==> src/rtl/rxa_pkg.sv <==
package rxa_pkg;

  localparam logic [1:0] SLOT_EMPTY   = 2'd0;
  localparam logic [1:0] SLOT_LOADED  = 2'd1;
  localparam logic [1:0] SLOT_PENDING = 2'd2;

  localparam logic [7:0] PRE_BYTE = 8'h55;
  localparam logic [7:0] SFD_BYTE = 8'hD5;
  localparam logic [31:0] CRC_POLY = 32'hEDB88320;

  typedef enum logic [2:0] {
    ST_IDLE, ST_RECV, ST_DROP, ST_PAD, ST_FCS, ST_PRE, ST_COMMIT
  } fsm_t;

  // strobes from control to datapath
  typedef struct packed {
    logic start;    // first payload byte accepted
    logic payWr;    // further payload byte accepted
    logic padWr;    // write one zero pad byte
    logic fcsWr;    // write one check byte
    logic preWr;    // write one preamble/delimiter byte
    logic tailClr;  // clear tail byte counter
    logic tailInc;  // advance tail byte counter
    logic slot;     // target slot of this write
  } strobe_t;

  function automatic logic [31:0] crcByte(input logic [31:0] c, input logic [7:0] d);
    logic [31:0] r;
    r = c;
    for (int k = 0; k < 8; k++) begin
      if (r[0] ^ d[k]) r = (r >> 1) ^ CRC_POLY;
      else             r = r >> 1;
    end
    return r;
  endfunction

endpackage

==> src/rtl/rxa_datapath.sv <==
module rxa_datapath
  import rxa_pkg::*;
#(
  parameter int BufBytes   = 2048,
  parameter int MinPayload = 60,
  parameter int NumSlots   = 2
) (
  input  logic                          clk,
  input  logic                          rstN,
  input  strobe_t                       stb,
  input  logic [7:0]                    inData,
  output logic                          padNeeded,
  output logic                          atLimit,
  output logic                          fcsLast,
  output logic                          preLast,
  output logic [$clog2(BufBytes):0]     frameCount,
  output logic [NumSlots-1:0]           bufWe,
  output logic [$clog2(BufBytes)-1:0]   bufAddr,
  output logic [7:0]                    bufData
);
  localparam int AddrW      = $clog2(BufBytes);
  localparam int CntW       = AddrW + 1;
  localparam int PreLen     = 8;
  localparam int FcsLen     = 4;
  localparam int MaxPayload = BufBytes - PreLen - FcsLen;

  logic [CntW-1:0] payLen;
  logic [2:0]      tailCnt;
  logic [31:0]     crc;
  logic [31:0]     fcsWord;
  logic [7:0]      fcsByte;
  logic            wrAny;
  logic [CntW-1:0] wrOff;
  logic [7:0]      wrByte;

  always_ff @(posedge clk) begin
    if (!rstN) begin
      payLen  <= '0;
      crc     <= '1;
      tailCnt <= '0;
    end else begin
      if (stb.start) begin
        payLen <= CntW'(1);
        crc    <= crcByte(32'hFFFF_FFFF, inData);
      end else if (stb.payWr) begin
        payLen <= payLen + CntW'(1);
        crc    <= crcByte(crc, inData);
      end else if (stb.padWr) begin
        payLen <= payLen + CntW'(1);
        crc    <= crcByte(crc, 8'h00);
      end
      if (stb.start || stb.tailClr) tailCnt <= '0;
      else if (stb.tailInc)         tailCnt <= tailCnt + 3'd1;
    end
  end

  assign fcsWord = ~crc;
  assign fcsByte = fcsWord[{tailCnt[1:0], 3'b000} +: 8];

  always_comb begin
    wrAny  = stb.start | stb.payWr | stb.padWr | stb.fcsWr | stb.preWr;
    wrOff  = '0;
    wrByte = 8'h00;
    if (stb.start) begin
      wrOff  = CntW'(PreLen);
      wrByte = inData;
    end else if (stb.payWr) begin
      wrOff  = CntW'(PreLen) + payLen;
      wrByte = inData;
    end else if (stb.padWr) begin
      wrOff  = CntW'(PreLen) + payLen;
      wrByte = 8'h00;
    end else if (stb.fcsWr) begin
      wrOff  = CntW'(PreLen) + payLen + CntW'(tailCnt);
      wrByte = fcsByte;
    end else if (stb.preWr) begin
      wrOff  = CntW'(tailCnt);
      wrByte = (tailCnt == 3'(PreLen - 1)) ? SFD_BYTE : PRE_BYTE;
    end
  end

  for (genvar s = 0; s < NumSlots; s++) begin : g_we
    always_ff @(posedge clk) begin
      if (!rstN) bufWe[s] <= 1'b0;
      else       bufWe[s] <= wrAny && (int'(stb.slot) == s);
    end
  end

  always_ff @(posedge clk) begin
    if (!rstN) begin
      bufAddr <= '0;
      bufData <= '0;
    end else if (wrAny) begin
      bufAddr <= wrOff[AddrW-1:0];
      bufData <= wrByte;
    end
  end

  assign padNeeded  = payLen < CntW'(MinPayload);
  assign atLimit    = payLen == CntW'(MaxPayload);
  assign fcsLast    = tailCnt == 3'(FcsLen - 1);
  assign preLast    = tailCnt == 3'(PreLen - 1);
  assign frameCount = payLen + CntW'(PreLen + FcsLen);

endmodule

==> src/rtl/rxa_control.sv <==
module rxa_control
  import rxa_pkg::*;
#(
  parameter int BufBytes = 2048
) (
  input  logic                       clk,
  input  logic                       rstN,
  input  logic                       inValid,
  input  logic                       inFirst,
  input  logic                       inLast,
  input  logic                       padNeeded,
  input  logic                       atLimit,
  input  logic                       fcsLast,
  input  logic                       preLast,
  input  logic [$clog2(BufBytes):0]  frameCount,
  input  logic                       regWrEn,
  input  logic [1:0]                 regAddr,
  input  logic [31:0]                regWrData,
  output logic [31:0]                regRdData,
  output logic                       rxIrq,
  output logic                       rxReady,
  output strobe_t                    stb
);
  localparam int CntW = $clog2(BufBytes) + 1;

  fsm_t            fsm, fsmNext;
  logic            selSlot;
  logic [1:0]      slotState [2];
  logic [CntW-1:0] slotCount [2];
  logic            anyLoaded;
  logic            pickSlot;
  logic            unusedWrBits;

  assign unusedWrBits = ^regWrData[31:CntW];
  assign anyLoaded = (slotState[0] == SLOT_LOADED) || (slotState[1] == SLOT_LOADED);
  assign pickSlot  = (slotState[0] != SLOT_LOADED);

  always_comb begin
    fsmNext  = fsm;
    stb      = '0;
    stb.slot = (fsm == ST_IDLE) ? pickSlot : selSlot;
    unique case (fsm)
      ST_IDLE: begin
        if (inValid && inFirst) begin
          if (anyLoaded) begin
            stb.start = 1'b1;
            fsmNext   = inLast ? ST_PAD : ST_RECV;
          end else begin
            fsmNext   = inLast ? ST_IDLE : ST_DROP;
          end
        end
      end
      ST_RECV: begin
        if (inValid) begin
          if (atLimit) begin
            fsmNext = inLast ? ST_IDLE : ST_DROP;
          end else begin
            stb.payWr = 1'b1;
            if (inLast) fsmNext = ST_PAD;
          end
        end
      end
      ST_DROP: begin
        if (inValid && inLast) fsmNext = ST_IDLE;
      end
      ST_PAD: begin
        if (padNeeded) stb.padWr = 1'b1;
        else           fsmNext   = ST_FCS;
      end
      ST_FCS: begin
        stb.fcsWr = 1'b1;
        if (fcsLast) begin
          stb.tailClr = 1'b1;
          fsmNext     = ST_PRE;
        end else begin
          stb.tailInc = 1'b1;
        end
      end
      ST_PRE: begin
        stb.preWr   = 1'b1;
        stb.tailInc = 1'b1;
        if (preLast) fsmNext = ST_COMMIT;
      end
      ST_COMMIT: fsmNext = ST_IDLE;
      default:   fsmNext = ST_IDLE;
    endcase
  end

  always_ff @(posedge clk) begin
    if (!rstN) begin
      fsm     <= ST_IDLE;
      selSlot <= 1'b0;
    end else begin
      fsm <= fsmNext;
      if (stb.start) selSlot <= pickSlot;
    end
  end

  always_ff @(posedge clk) begin
    if (!rstN) begin
      for (int s = 0; s < 2; s++) begin
        slotState[s] <= SLOT_EMPTY;
        slotCount[s] <= '0;
      end
    end else begin
      for (int s = 0; s < 2; s++) begin
        if (regWrEn && regAddr == {s[0], 1'b0}) slotState[s] <= regWrData[1:0];
        if (regWrEn && regAddr == {s[0], 1'b1}) slotCount[s] <= regWrData[CntW-1:0];
        // hardware commit takes precedence over a same-cycle software write
        if (fsm == ST_COMMIT && selSlot == s[0]) begin
          slotState[s] <= SLOT_PENDING;
          slotCount[s] <= frameCount;
        end
      end
    end
  end

  always_comb begin
    if (regAddr[0]) regRdData = 32'(slotCount[regAddr[1]]);
    else            regRdData = 32'(slotState[regAddr[1]]);
  end

  assign rxIrq   = (slotState[0] == SLOT_PENDING) || (slotState[1] == SLOT_PENDING);
  assign rxReady = (fsm == ST_IDLE) && anyLoaded;

endmodule

==> src/rtl/rx_frame_assembler.sv <==
module rx_frame_assembler
  import rxa_pkg::*;
#(
  parameter int BufBytes   = 2048,
  parameter int MinPayload = 60
) (
  input  logic                         clk,
  input  logic                         rstN,
  input  logic                         inValid,
  input  logic                         inFirst,
  input  logic                         inLast,
  input  logic [7:0]                   inData,
  output logic                         buf0WrEn,
  output logic [$clog2(BufBytes)-1:0]  buf0Addr,
  output logic [7:0]                   buf0Data,
  output logic                         buf1WrEn,
  output logic [$clog2(BufBytes)-1:0]  buf1Addr,
  output logic [7:0]                   buf1Data,
  input  logic                         regWrEn,
  input  logic [1:0]                   regAddr,
  input  logic [31:0]                  regWrData,
  output logic [31:0]                  regRdData,
  output logic                         rxIrq,
  output logic                         rxReady
);
  localparam int AddrW = $clog2(BufBytes);
  localparam int CntW  = AddrW + 1;

  strobe_t         stb;
  logic            padNeeded, atLimit, fcsLast, preLast;
  logic [CntW-1:0] frameCount;
  logic [1:0]      bufWe;
  logic [AddrW-1:0] bufAddr;
  logic [7:0]      bufData;

  rxa_control #(.BufBytes(BufBytes)) u_ctrl (
    .clk(clk), .rstN(rstN),
    .inValid(inValid), .inFirst(inFirst), .inLast(inLast),
    .padNeeded(padNeeded), .atLimit(atLimit), .fcsLast(fcsLast), .preLast(preLast),
    .frameCount(frameCount),
    .regWrEn(regWrEn), .regAddr(regAddr), .regWrData(regWrData), .regRdData(regRdData),
    .rxIrq(rxIrq), .rxReady(rxReady), .stb(stb)
  );

  rxa_datapath #(.BufBytes(BufBytes), .MinPayload(MinPayload), .NumSlots(2)) u_dp (
    .clk(clk), .rstN(rstN), .stb(stb), .inData(inData),
    .padNeeded(padNeeded), .atLimit(atLimit), .fcsLast(fcsLast), .preLast(preLast),
    .frameCount(frameCount), .bufWe(bufWe), .bufAddr(bufAddr), .bufData(bufData)
  );

  assign buf0WrEn = bufWe[0];
  assign buf1WrEn = bufWe[1];
  assign buf0Addr = bufAddr;
  assign buf1Addr = bufAddr;
  assign buf0Data = bufData;
  assign buf1Data = bufData;

endmodule

==> config.mk <==
export PLATFORM = sky130hd
export DESIGN_NAME = rx_frame_assembler
export DESIGN_NICKNAME = d
export VERILOG_FILES = /design/src/rtl/rxa_pkg.sv /design/src/rtl/rxa_datapath.sv /design/src/rtl/rxa_control.sv /design/src/rtl/rx_frame_assembler.sv
export SDC_FILE = /design/constraint.sdc
export NUM_CORES = 1
export LEC_CHECK = 0
export BUFFER_PORTS_ARGS = -buffer_cell sky130_fd_sc_hd__buf_2
export CAP_MARGIN = 10
export CELL_PAD_IN_SITES_DETAIL_PLACEMENT = 1
export CELL_PAD_IN_SITES_GLOBAL_PLACEMENT = 2
export CORE_UTILIZATION = 38
export CTS_BUF_LIST = sky130_fd_sc_hd__clkbuf_16
export DETAILED_ROUTE_END_ITERATION = 10
export PLACE_DENSITY = 0.84
export REMOVE_ABC_BUFFERS = 1
export SLEW_MARGIN = 25
export SYNTH_ARGS = -nofsm -noshare
export SYNTH_HDL_FRONTEND = slang
export SYNTH_SLANG_ARGS = --single-unit
==> constraint.sdc <==
create_clock -name clk -period 3.9 [get_ports clk]
set_input_delay 0.39 -clock clk [delete_from_list [all_inputs] [get_ports clk]]
set_output_delay 0.39 -clock clk [all_outputs]
set_load 0.005 [all_outputs]
==> summary.txt, run 1 <==
Clock tree
  • CTS Root Cell: clkbuf_16
  • CTS tree: done
  • Hold-fix buffers, CTS: 0
  • Worst-path clk slew: 0.08 ns
  • Post-cts resize count: 0
  • H-tree Lvls: 3
  • Bufs on Longest Clock Path: 2
  • CTS buffer count: 9
  • Postcts setup bufs: 0
  • Worst-Skew Late Latency: 0.37 ns
  • TritonCTS Sinks: 100

Timing
  • Final WS setup: 0.916 ns
  • Max Slew Vio Count: 0
  • Setup TNS: 0 ns
  • Worst slew pin tran: 1.05 ns
  • Layout Skew: 0.0152 ns
  • Setup violators final: 0
  • Fmax: 335 MHz
  • RSZ-0062 raised after global routing: false
  • Final hold vios: 0
  • Max-Slew Margin vs Limit: 0.300
  • Final min period: 2.98 ns
  • Period Utilization, post-route: 0.765

Synth
  • Post-synth top area share: 0.192
  • Top cells by area, synth: dfxtp_1 19%, xnor2_1 13%, edfxtp_1 10%
  • Ys flop type: dfxtp_1
  • Synthesized cell area: 7720 um2
  • Cells after synthesis: 875
  • Cell type with the largest total area after synthesis: dfxtp_1
  • Netlist cell types: 72
  • EDFF count, synth: 26
  • Sequential share of the synthesized area: 0.293
  • YS warnings: 0
  • Mean post-synth cell area: 8.82 um2
  • Flops & latches, synth: 100
  • Async S/R FF share, synth: 0

Global routing
  • Number of global-route vias before repair: 6434
  • First-pass GRT wire length: 37700 um
  • GR peak layer: met2
  • Met3 Use GR: 0.0272
  • Grt met1 use: 0.344
  • Antenna violations before repair: 0
  • Met2 Use GR: 0.383
  • GRT overflow: 0
  • Largest net degree at the start of global routing: 33
  • Gr usage total: 0.243

Setup path
  • Startpoint Class: flop
  • Worst-case reg-to-reg path depth: 9
  • Crit Path Category: reg2reg
  • Worst EP required: 4.13 ns
  • Crit end category: flop
  • WP data arrival: 3.21 ns
  • CP max FO: 21

Floorplanning
  • Initial core utilization: 0.393
  • FP Rows: 51
  • Io pins: 122
  • Die Y: 144 um
  • CORE AREA: 19700 um2
  • Die ar.: 20900 um2
  • Die Wd: 144 um

Drt
  • Vias/cell: 5.68
  • Wirelength per Cell: 20.7 um
  • Routed WL: 24300 um
  • DRC: 0
  • Detailed Routing Iterations Pass 1: 4
  • Initial DRC Count: 441
  • Routed vias: 6666
  • Final ANT Viol Nets: 0

Layout
  • Final nets: 966
  • Layout cells sized above 1: 0.176
  • Area grow syn2layout: 9.50%
  • Core Util, Final: 0.430
  • Diode count: 0

Outcome
  • Outcome: finished clean

Pwr
  • P_leak: 3.24 nW
  • Pwr/cell area: 404 nW/um2
  • Peak VDD IR: 0.252 mV

Run
  • Max-cap viol count: 0

Place
  • Post-DP HPWL: 17400 um
  • Routability Congestion: 0.825
  • Dpl ws: 1.00 ns
  • PortBufs: 81

Hold path
  • Hold Crit Depth: 3
  • Worst min path class: in2reg
-- through the flow --
step / total power, mW / hold slack, ns / cell area, um2 / std cells
detailed placement: 2.46 / 0.465 / 8140 / 1158
global placement: 2.43 / 0.460 / 8140 / 1158
CTS: 3.43 / 0.322 / 8450 / 1174
floorplan: 2.12 / 0.443 / 7180 / 785
global route: 3.58 / 0.377 / 8450 / 1174
finish: 3.41 / 0.332 / 8450 / 1174
-- synthesized netlist by cell type (4+ instances only) --
| library cell | n |
|---|---|
| inv_1 | 14 |
| nor2_1 | 74 |
| o21a_1 | 8 |
| o211ai_1 | 15 |
| xnor3_1 | 4 |
| xnor2_1 | 113 |
| a221oi_1 | 12 |
| and3_1 | 4 |
| mux4_2 | 10 |
| a211o_1 | 5 |
| a211oi_1 | 14 |
| xnor2_2 | 8 |
| a22oi_1 | 8 |
| mux2i_1 | 17 |
| dfxtp_1 | 74 |
| buf_4 | 42 |
| buf_2 | 22 |
| clkbuf_1 | 41 |
| ha_1 | 13 |
| edfxtp_1 | 26 |
| nand3b_1 | 4 |
| a221o_1 | 7 |
| o21ai_0 | 38 |
| o22ai_1 | 14 |
| nand2_1 | 67 |
| nor2b_1 | 20 |
| nand3_1 | 15 |
| nor3_1 | 13 |
| xor2_1 | 38 |
| o221ai_1 | 10 |
| nor4_1 | 4 |
| o21ai_1 | 4 |
| a21oi_1 | 47 |
| nand4_1 | 5 |
| or3_1 | 5 |
-- logic make-up after synthesis --
logic type | count (synthesis) | synth area share
and+or+nand+nor | 224 | 0.134
AOI/OAI and AO/OA | 214 | 0.189
xor gates and xnor gates | 169 | 0.219
buffers and inverters | 124 | 0.0863
DFF | 100 | 0.293
muxes | 29 | 0.0542
adders and majority gates | 14 | 0.0237
other | 1 | 0.000486
-- layer usage --
| metal | up-vias | wire length (um) | share of wire |
|---|---|---|---|
| li1 | 3114 | - | - |
| met1 | 3339 | 11700 | 0.48 |
| met2 | 182 | 11000 | 0.45 |
| met3 | 31 | 1100 | 0.045 |
| met4 | 0 | 493 | 0.020 |
| met5 | - | 0 | 0 |
-- layout by cell type (no fill, tap or decap), types with 13 or more instances in the layout --
cell type / instances
nand2_1: 67
buf_2: 81
a21oi_1: 46
nand3_1: 15
mux2i_1: 17
ha_1: 13
xnor2_1: 113
xor2_1: 38
o22ai_1: 14
nor3_1: 13
dfxtp_1: 74
buf_4: 27
o211ai_1: 15
nor2_1: 73
a211oi_1: 14
inv_1: 14
o21ai_0: 38
edfxtp_1: 26
nor2b_1: 20
conb_1: 20
-- final cells by class --
cell class	instances	area, um2
Fill cell	2339	11200
Multi-Input combinational cell	670	4880
Sequential cell	100	2260
Timing Repair Buffer	108	608
Tap cell	265	332
Clock buffer	9	225
Clock inverter	7	83.8
Inverter	15	56.3
-- flip-flops by register name (all words and copies together) (netlist names) --
register / count
u_dp.crc: 32
u_ctrl.slotCount: 24
u_dp.payLen: 12
u_dp.bufAddr: 11
u_dp.bufData: 8
u_ctrl.slotState: 4
u_ctrl.fsm: 3
u_dp.tailCnt: 3
u_dp.bufWe: 2
u_ctrl.selSlot: 1
-- path summary, 6_finish.rpt --
| path | end | from | slack (ns) |
|---|---|---|---|
| worst max-delay path | u_dp.bufData[0] | u_dp.payLen[3] | 0.92 |
| worst min-delay path | u_ctrl.slotState[1][0] | regWrData[0] | 0.33 |
| worst max register to register | u_dp.bufData[0] | u_dp.payLen[3] | 0.92 |
| worst min register to register | u_dp.bufAddr[7] | u_dp.bufAddr[7] | 0.49 |
-- report_power, final --
group / switching [mW] / internal [mW] / total, mW
clock network: 0.495 / 0.464 / 0.959
logic: 0.659 / 0.560 / 1.22
registers: 0.0979 / 1.14 / 1.23
total: 1.25 / 2.16 / 3.41
-- worst max-delay path: stages (launching register included) --
cell	delay, ns
dfxtp_1	0.59
inv_1	0.25
ha_1	0.24
nand4b_1	0.11
nor3_1	0.06
buf_4	0.17
nor2_2	0.80
nor2_1	0.28
o221ai_1	0.26
nor2_1	0.07
No activity file was read; power rests on OpenSTA's default activity.
==> run 2: changes to the inputs <==
--- a/config.mk
+++ b/config.mk
@@ -5,14 +5,15 @@
 export SDC_FILE = /design/constraint.sdc
 export NUM_CORES = 1
 export LEC_CHECK = 0
+export ABC_AREA = 1
 export BUFFER_PORTS_ARGS = -buffer_cell sky130_fd_sc_hd__buf_2
 export CAP_MARGIN = 10
 export CELL_PAD_IN_SITES_DETAIL_PLACEMENT = 1
 export CELL_PAD_IN_SITES_GLOBAL_PLACEMENT = 2
-export CORE_UTILIZATION = 38
+export CORE_UTILIZATION = 32
 export CTS_BUF_LIST = sky130_fd_sc_hd__clkbuf_16
 export DETAILED_ROUTE_END_ITERATION = 10
-export PLACE_DENSITY = 0.84
+export PLACE_DENSITY = 0.78
 export REMOVE_ABC_BUFFERS = 1
 export SLEW_MARGIN = 25
 export SYNTH_ARGS = -nofsm -noshare
==> constraint.sdc (replaced) <==
create_clock -name clk -period 2.8 [get_ports clk]
set_input_delay 0.28 -clock clk [delete_from_list [all_inputs] [get_ports clk]]
set_output_delay 0.28 -clock clk [all_outputs]
set_load 0.005 [all_outputs]
==> summary.txt, run 2 <==
Place
  • Post-DP HPWL: 24500 um
  • Routability Congestion: 0.864
  • Placed Instances: 1666
  • PortBufs: 81
  • Dpl ws: 0.342 ns

Synth
  • YS warnings: 0
  • Cells after synthesis: 1288
  • EDFF count, synth: 26
  • Sequential share of the synthesized area: 0.263
  • Post-synth top area share: 0.172
  • Netlist cell types: 48
  • Mean post-synth cell area: 6.69 um2
  • Synthesized cell area: 8610 um2
  • Flops & latches, synth: 100
  • Most numerous cell in the Yosys netlist: nand2_1
  • Synth cell count leaders: 364 x nand2_1, 116 x xor2_1, 114 x inv_1
  • Ys flop type: dfxtp_1
  • Async S/R FF share, synth: 0
  • Cell type with the largest total area after synthesis: dfxtp_1
  • Top cells by area, synth: dfxtp_1 17%, nand2_1 16%, xor2_1 12%

Timing
  • Max Slew Vio Count: 0
  • Fmax: 403 MHz
  • RSZ-0062 raised after global routing: false
  • Layout Skew: 0.0157 ns
  • Final WS setup: 0.318 ns
  • Setup TNS: 0 ns
  • Worst slew pin tran: 0.809 ns
  • Final hold slack: 0.229 ns
  • Final min period: 2.48 ns
  • Max-Slew Margin vs Limit: 0.456
  • Final hold vios: 0
  • Period Utilization, post-route: 0.886
  • Setup violators final: 0

Pwr
  • Peak VDD IR: 0.325 mV
  • Pwr/cell area: 957 nW/um2
  • Power consumption: 9.11 mW
  • P_leak: 4.59 nW

Setup path
  • CP max FO: 10
  • Crit Path Category: reg2reg
  • Crit end category: flop
  • Worst EP required: 3.03 ns
  • Reg2reg end: u_dp.crc[0]
  • WP data arrival: 2.72 ns
  • R2R setup slack: 0.32 ns
  • Startpoint Class: flop
  • Worst-case reg-to-reg path depth: 11
  • Worst r2r src: u_ctrl.slotState[0][1]

Layout
  • Final nets: 1404
  • Biggest register: u_dp.crc
  • Diode count: 0
  • Most frequent cells in the layout: 364 x nand2_1, 116 x xor2_1, 114 x inv_1
  • Max FFs per register: 32
  • Final Non-Filler Cells: 1682
  • Layout cells sized above 1: 0.134
  • Commonest non-fill, non-tap cell in the layout: nand2_1
  • Top flop regs: u_dp.crc: 32 flops, u_ctrl.slotCount: 24 flops, u_dp.payLen: 12 flops
  • Area grow syn2layout: 10.6%

Drt
  • Initial DRC Count: 485
  • Routed WL: 31800 um
  • DRC: 6
  • Final ANT Viol Nets: 0
  • Wirelength per Cell: 18.9 um
  • Routed vias: 8574
  • Vias/cell: 5.10
  • Detailed Routing Iterations Pass 1: 7

Global routing
  • Largest net degree at the start of global routing: 28
  • Number of global-route vias before repair: 8551
  • First-pass GRT wire length: 50100 um
  • Gr usage total: 0.236
  • GRT overflow: 0
  • Antenna violations before repair: 0

Clock tree
  • Bufs on Longest Clock Path: 2
  • Worst-path clk slew: 0.08 ns
  • Worst-Skew Late Latency: 0.37 ns
  • CTS tree: done
  • CTS Root Cell: clkbuf_16
  • TritonCTS Sinks: 100
  • CTS buffer count: 9
  • H-tree Lvls: 3
  • Hold-fix buffers, CTS: 0
  • Post-cts resize count: 0
  • Postcts setup bufs: 0

Outcome
  • Outcome: finished, violations left
  • Failing checks: design-rule violations

Floorplanning
  • Io pins: 122
  • CORE AREA: 26200 um2
  • Die Y: 166 um
  • Die ar.: 27600 um2
  • FP Rows: 59
  • Initial core utilization: 0.329
  • Die Wd: 166 um

Hold path
  • Hold Crit Depth: 3
  • Min-delay src: regWrData[1]
  • Worst min path class: in2reg
  • Worst Hold Path EP: u_ctrl.slotState[1][1]

Run
  • Max-cap viol count: 0
-- run 2: kinds of logic (layout without fill, tap and decap cells) --
group                    Yosys count  after routing  synth area share
AO/OA/AOI/OAI                    247            247             0.156
XOR/XNOR                         154            154             0.160
adder cells (fa/ha/maj)           14             14            0.0212
buffers and inverters            224            264             0.128
flip-flops                       100            100             0.263
other                              1             20          0.000435
AND/OR/NAND/NOR                  548            548             0.273
-- run 2: worst max-delay path: stages (launching register included) --
cell,delay [ns]
edfxtp_1,0.39
inv_1,0.08
nand2_1,0.09
o21ai_1,0.16
nand2_1,0.20
nor2_4,0.40
inv_2,0.22
nand2_2,0.34
nand2_2,0.15
xor2_1,0.17
nand2_1,0.07
o211ai_1,0.08
-- run 2: layer usage --
metal	up-vias	wire (um)	global-route usage
met3	36	1390	0.0262
met2	197	13800	0.371
met4	0	641	0.0752
met5	-	0	0
li1	4208	-	-
met1	4133	16000	0.336
-- run 2: cell type report --
type,count,area [um2]
fill,3367,16700
timing repair buffer,121,731
tap,335,419
sequential,100,2260
multi-input combinational,983,5320
clock buffer,9,225
inverter,127,487
clock inverter,7,75.1
-- run 2: worst max path at each step --
stage / from / endpoint / slack, ns / cells past startpoint
after floorplan: u_dp.payLen[3] / u_dp.bufData[0] / 0.50 / 12
after global placement: u_dp.payLen[0] / u_dp.crc[29] / 0.44 / 13
after detailed placement: u_ctrl.slotState[0][1] / u_dp.crc[0] / 0.34 / 11
after CTS: u_ctrl.slotState[0][1] / u_dp.crc[0] / 0.33 / 11
after global routing: u_ctrl.slotState[0][1] / u_dp.crc[0] / 0.17 / 11
final: u_ctrl.slotState[0][1] / u_dp.crc[0] / 0.32 / 11
-- run 2: where the power goes --
part | leakage [nW] | total (mW) | switching [mW] | internal (mW)
combinational | 3.57 | 5.72 | 3.66 | 2.06
clock | 0.143 | 1.33 | 0.700 | 0.634
sequential | 0.875 | 2.06 | 0.293 | 1.77
-- run 2: through the flow --
step / utilization / area [um2]
floorplan: - / 8070
global placement: 0.352 / 9220
detailed placement: 0.352 / 9220
CTS: 0.363 / 9520
global route: 0.363 / 9520
finish: 0.363 / 9520
==> run 3: changes to the inputs <==
--- a/config.mk
+++ b/config.mk
@@ -5,12 +5,12 @@
 export SDC_FILE = /design/constraint.sdc
 export NUM_CORES = 1
 export LEC_CHECK = 0
-export ABC_AREA = 1
+export ABC_AREA = 0
 export BUFFER_PORTS_ARGS = -buffer_cell sky130_fd_sc_hd__buf_2
 export CAP_MARGIN = 10
 export CELL_PAD_IN_SITES_DETAIL_PLACEMENT = 1
 export CELL_PAD_IN_SITES_GLOBAL_PLACEMENT = 2
-export CORE_UTILIZATION = 32
+export CORE_UTILIZATION = 35
 export CTS_BUF_LIST = sky130_fd_sc_hd__clkbuf_16
 export DETAILED_ROUTE_END_ITERATION = 10
 export PLACE_DENSITY = 0.78
==> summary.txt, run 3 (synthesized netlist as in run 1, its figures left out) <==
Outcome
  • Outcome: finished clean

Layout
  • Multi-input logic area: 4890 um2
  • Diode count: 0
  • Commonest non-fill, non-tap cell in the layout: xnor2_1
  • Top flop regs: u_dp.crc: 32 flops, u_ctrl.slotCount: 24 flops, u_dp.payLen: 12 flops
  • Area grow syn2layout: 13.4%
  • Fillers: 2515
  • Most frequent cells in the layout: 113 x xnor2_1, 81 x buf_2, 74 x nor2_1, 74 x dfxtp_1, 67 x nand2_1
  • Max FFs per register: 32
  • Biggest register: u_dp.crc
  • Seq. cell area: 2260 um2
  • Layout cells sized above 1: 0.205
  • Final nets: 1000

Floorplanning
  • FP Rows: 53
  • Io pins: 122
  • Die ar.: 22600 um2
  • Die Y: 150 um
  • Die Wd: 150 um
  • CORE AREA: 21300 um2
  • Initial core utilization: 0.362

Clock tree
  • Post-cts resize count: 0
  • Postcts setup bufs: 0
  • Hold-fix buffers, CTS: 0
  • TritonCTS Sinks: 100
  • Worst-path clk slew: 0.08 ns
  • Bufs on Longest Clock Path: 2
  • H-tree Lvls: 3
  • Worst-Skew Late Latency: 0.37 ns
  • CTS buffer count: 9
  • CTS tree: done
  • CTS Root Cell: clkbuf_16

Drt
  • Final ANT Viol Nets: 0
  • Routed WL: 25000 um
  • Routed vias: 6666
  • Detailed Routing Iterations Pass 1: 4
  • Initial DRC Count: 395
  • Wirelength per Cell: 20.5 um
  • Vias/cell: 5.47
  • DRC: 0

Timing
  • Layout Skew: 0.00978 ns
  • Final WS setup: 0.0510 ns
  • Max Slew Vio Count: 0
  • Fmax: 364 MHz
  • Period Utilization, post-route: 0.982
  • Final min period: 2.75 ns
  • Final hold slack: 0.217 ns
  • Max-Slew Margin vs Limit: 0.513
  • Final hold vios: 0
  • Worst slew pin tran: 0.713 ns
  • Setup violators final: 0
  • RSZ-0062 raised after global routing: false

Place
  • PortBufs: 81
  • Dpl ws: 0.160 ns
  • Post-DP HPWL: 18500 um
  • Routability Congestion: 0.865

Pwr
  • Pwr/cell area: 554 nW/um2
  • P_leak: 3.42 nW
  • Peak VDD IR: 0.299 mV

Hold path
  • Worst min path class: in2reg

Setup path
  • CP max stage delay: 0.68 ns
  • Crit Path Category: reg2reg
  • Worst path slowest cell: a2111oi_0
  • Worst EP required: 3.11 ns
  • CP Cell Sequence: ha_1 > fa_1 > a21oi_1 > or3_1 > a2111oi_0 > buf_4 > a32oi_1 > o22a_1 > nor2_1
  • CP max FO: 4
  • WP data arrival: 3.06 ns
  • Startpoint Class: flop
  • Crit end category: flop

Global routing
  • Gr usage total: 0.230
  • First-pass GRT wire length: 39000 um
  • GRT overflow: 0
  • Antenna violations before repair: 0
  • Largest net degree at the start of global routing: 28
  • Number of global-route vias before repair: 6578

Run
  • Max-cap viol count: 0
[run 3: changes by cell type in the layout (fill, tap and decap cells not counted), moves of 21 or more]
cell / change
nand2_1: -297
inv_1: -100
xnor2_1: +79
xor2_1: -78
o21ai_0: -68
nand3_1: -63
a21oi_1: -49
nor2_1: +27
buf_4: +21
[run 3: power breakdown]
group          leakage, nW  switching, mW  total [mW]  internal [mW]
combinational         2.40          0.978        1.81          0.830
clock                0.152          0.696        1.34          0.646
sequential           0.874          0.116        1.70           1.58
total                 3.42           1.79        4.85           3.06
[run 3: area by class of cell]
cell class / count / share of cell area
multi-input cells: 670 / 0.559
well taps: 275 / 0.0393
clock buffers: 9 / 0.0257
repair buffers: 142 / 0.102
clock inverters: 7 / 0.00958
flip-flops and latches: 100 / 0.259
inverters: 15 / 0.00644
[run 3: critical path, delay by kind of cell (launching register included)]
family / cells / cell delay, ns
fa+ha+maj: 2 / 0.46
buf+inv: 1 / 0.23
flops: 1 / 0.45
compound gates: 4 / 1.08
simple gates: 2 / 0.46
[run 3: final timing paths]
| check | start | end | slack, ns | cells past startpoint |
|---|---|---|---|---|
| setup reg to reg | u_dp.payLen[0] | u_dp.bufAddr[10] | 0.05 | 9 |
| hold reg to reg | u_dp.crc[28] | u_dp.crc[28] | 0.50 | 1 |
| setup / recovery | u_dp.payLen[0] | u_dp.bufAddr[10] | 0.05 | 9 |
| hold / removal | regWrData[0] | u_ctrl.slotState[1][0] | 0.22 | 3 |
[run 3: metrics by stage]
step / std cells / instance area [um2] / power, mW / util / TNS, ns
after CTS: 1218 / 8740 / 4.86 / 0.411 / 0
after floorplan: 785 / 7180 / 2.95 / - / -3.66
after global routing: 1218 / 8750 / 5.07 / 0.411 / 0
after detailed placement: 1202 / 8430 / 3.51 / 0.396 / 0
after global placement: 1202 / 8430 / 3.47 / 0.396 / 0
final: 1218 / 8750 / 4.85 / 0.411 / 0
[run 3: per-layer routing]
metal | routed length (um) | vias to the layer above | global-route usage
met4 | 374 | 0 | 0.0626
met3 | 1090 | 28 | 0.0306
met2 | 11100 | 198 | 0.359
met5 | 0 | - | 0
met1 | 12500 | 3264 | 0.330
li1 | - | 3176 | -
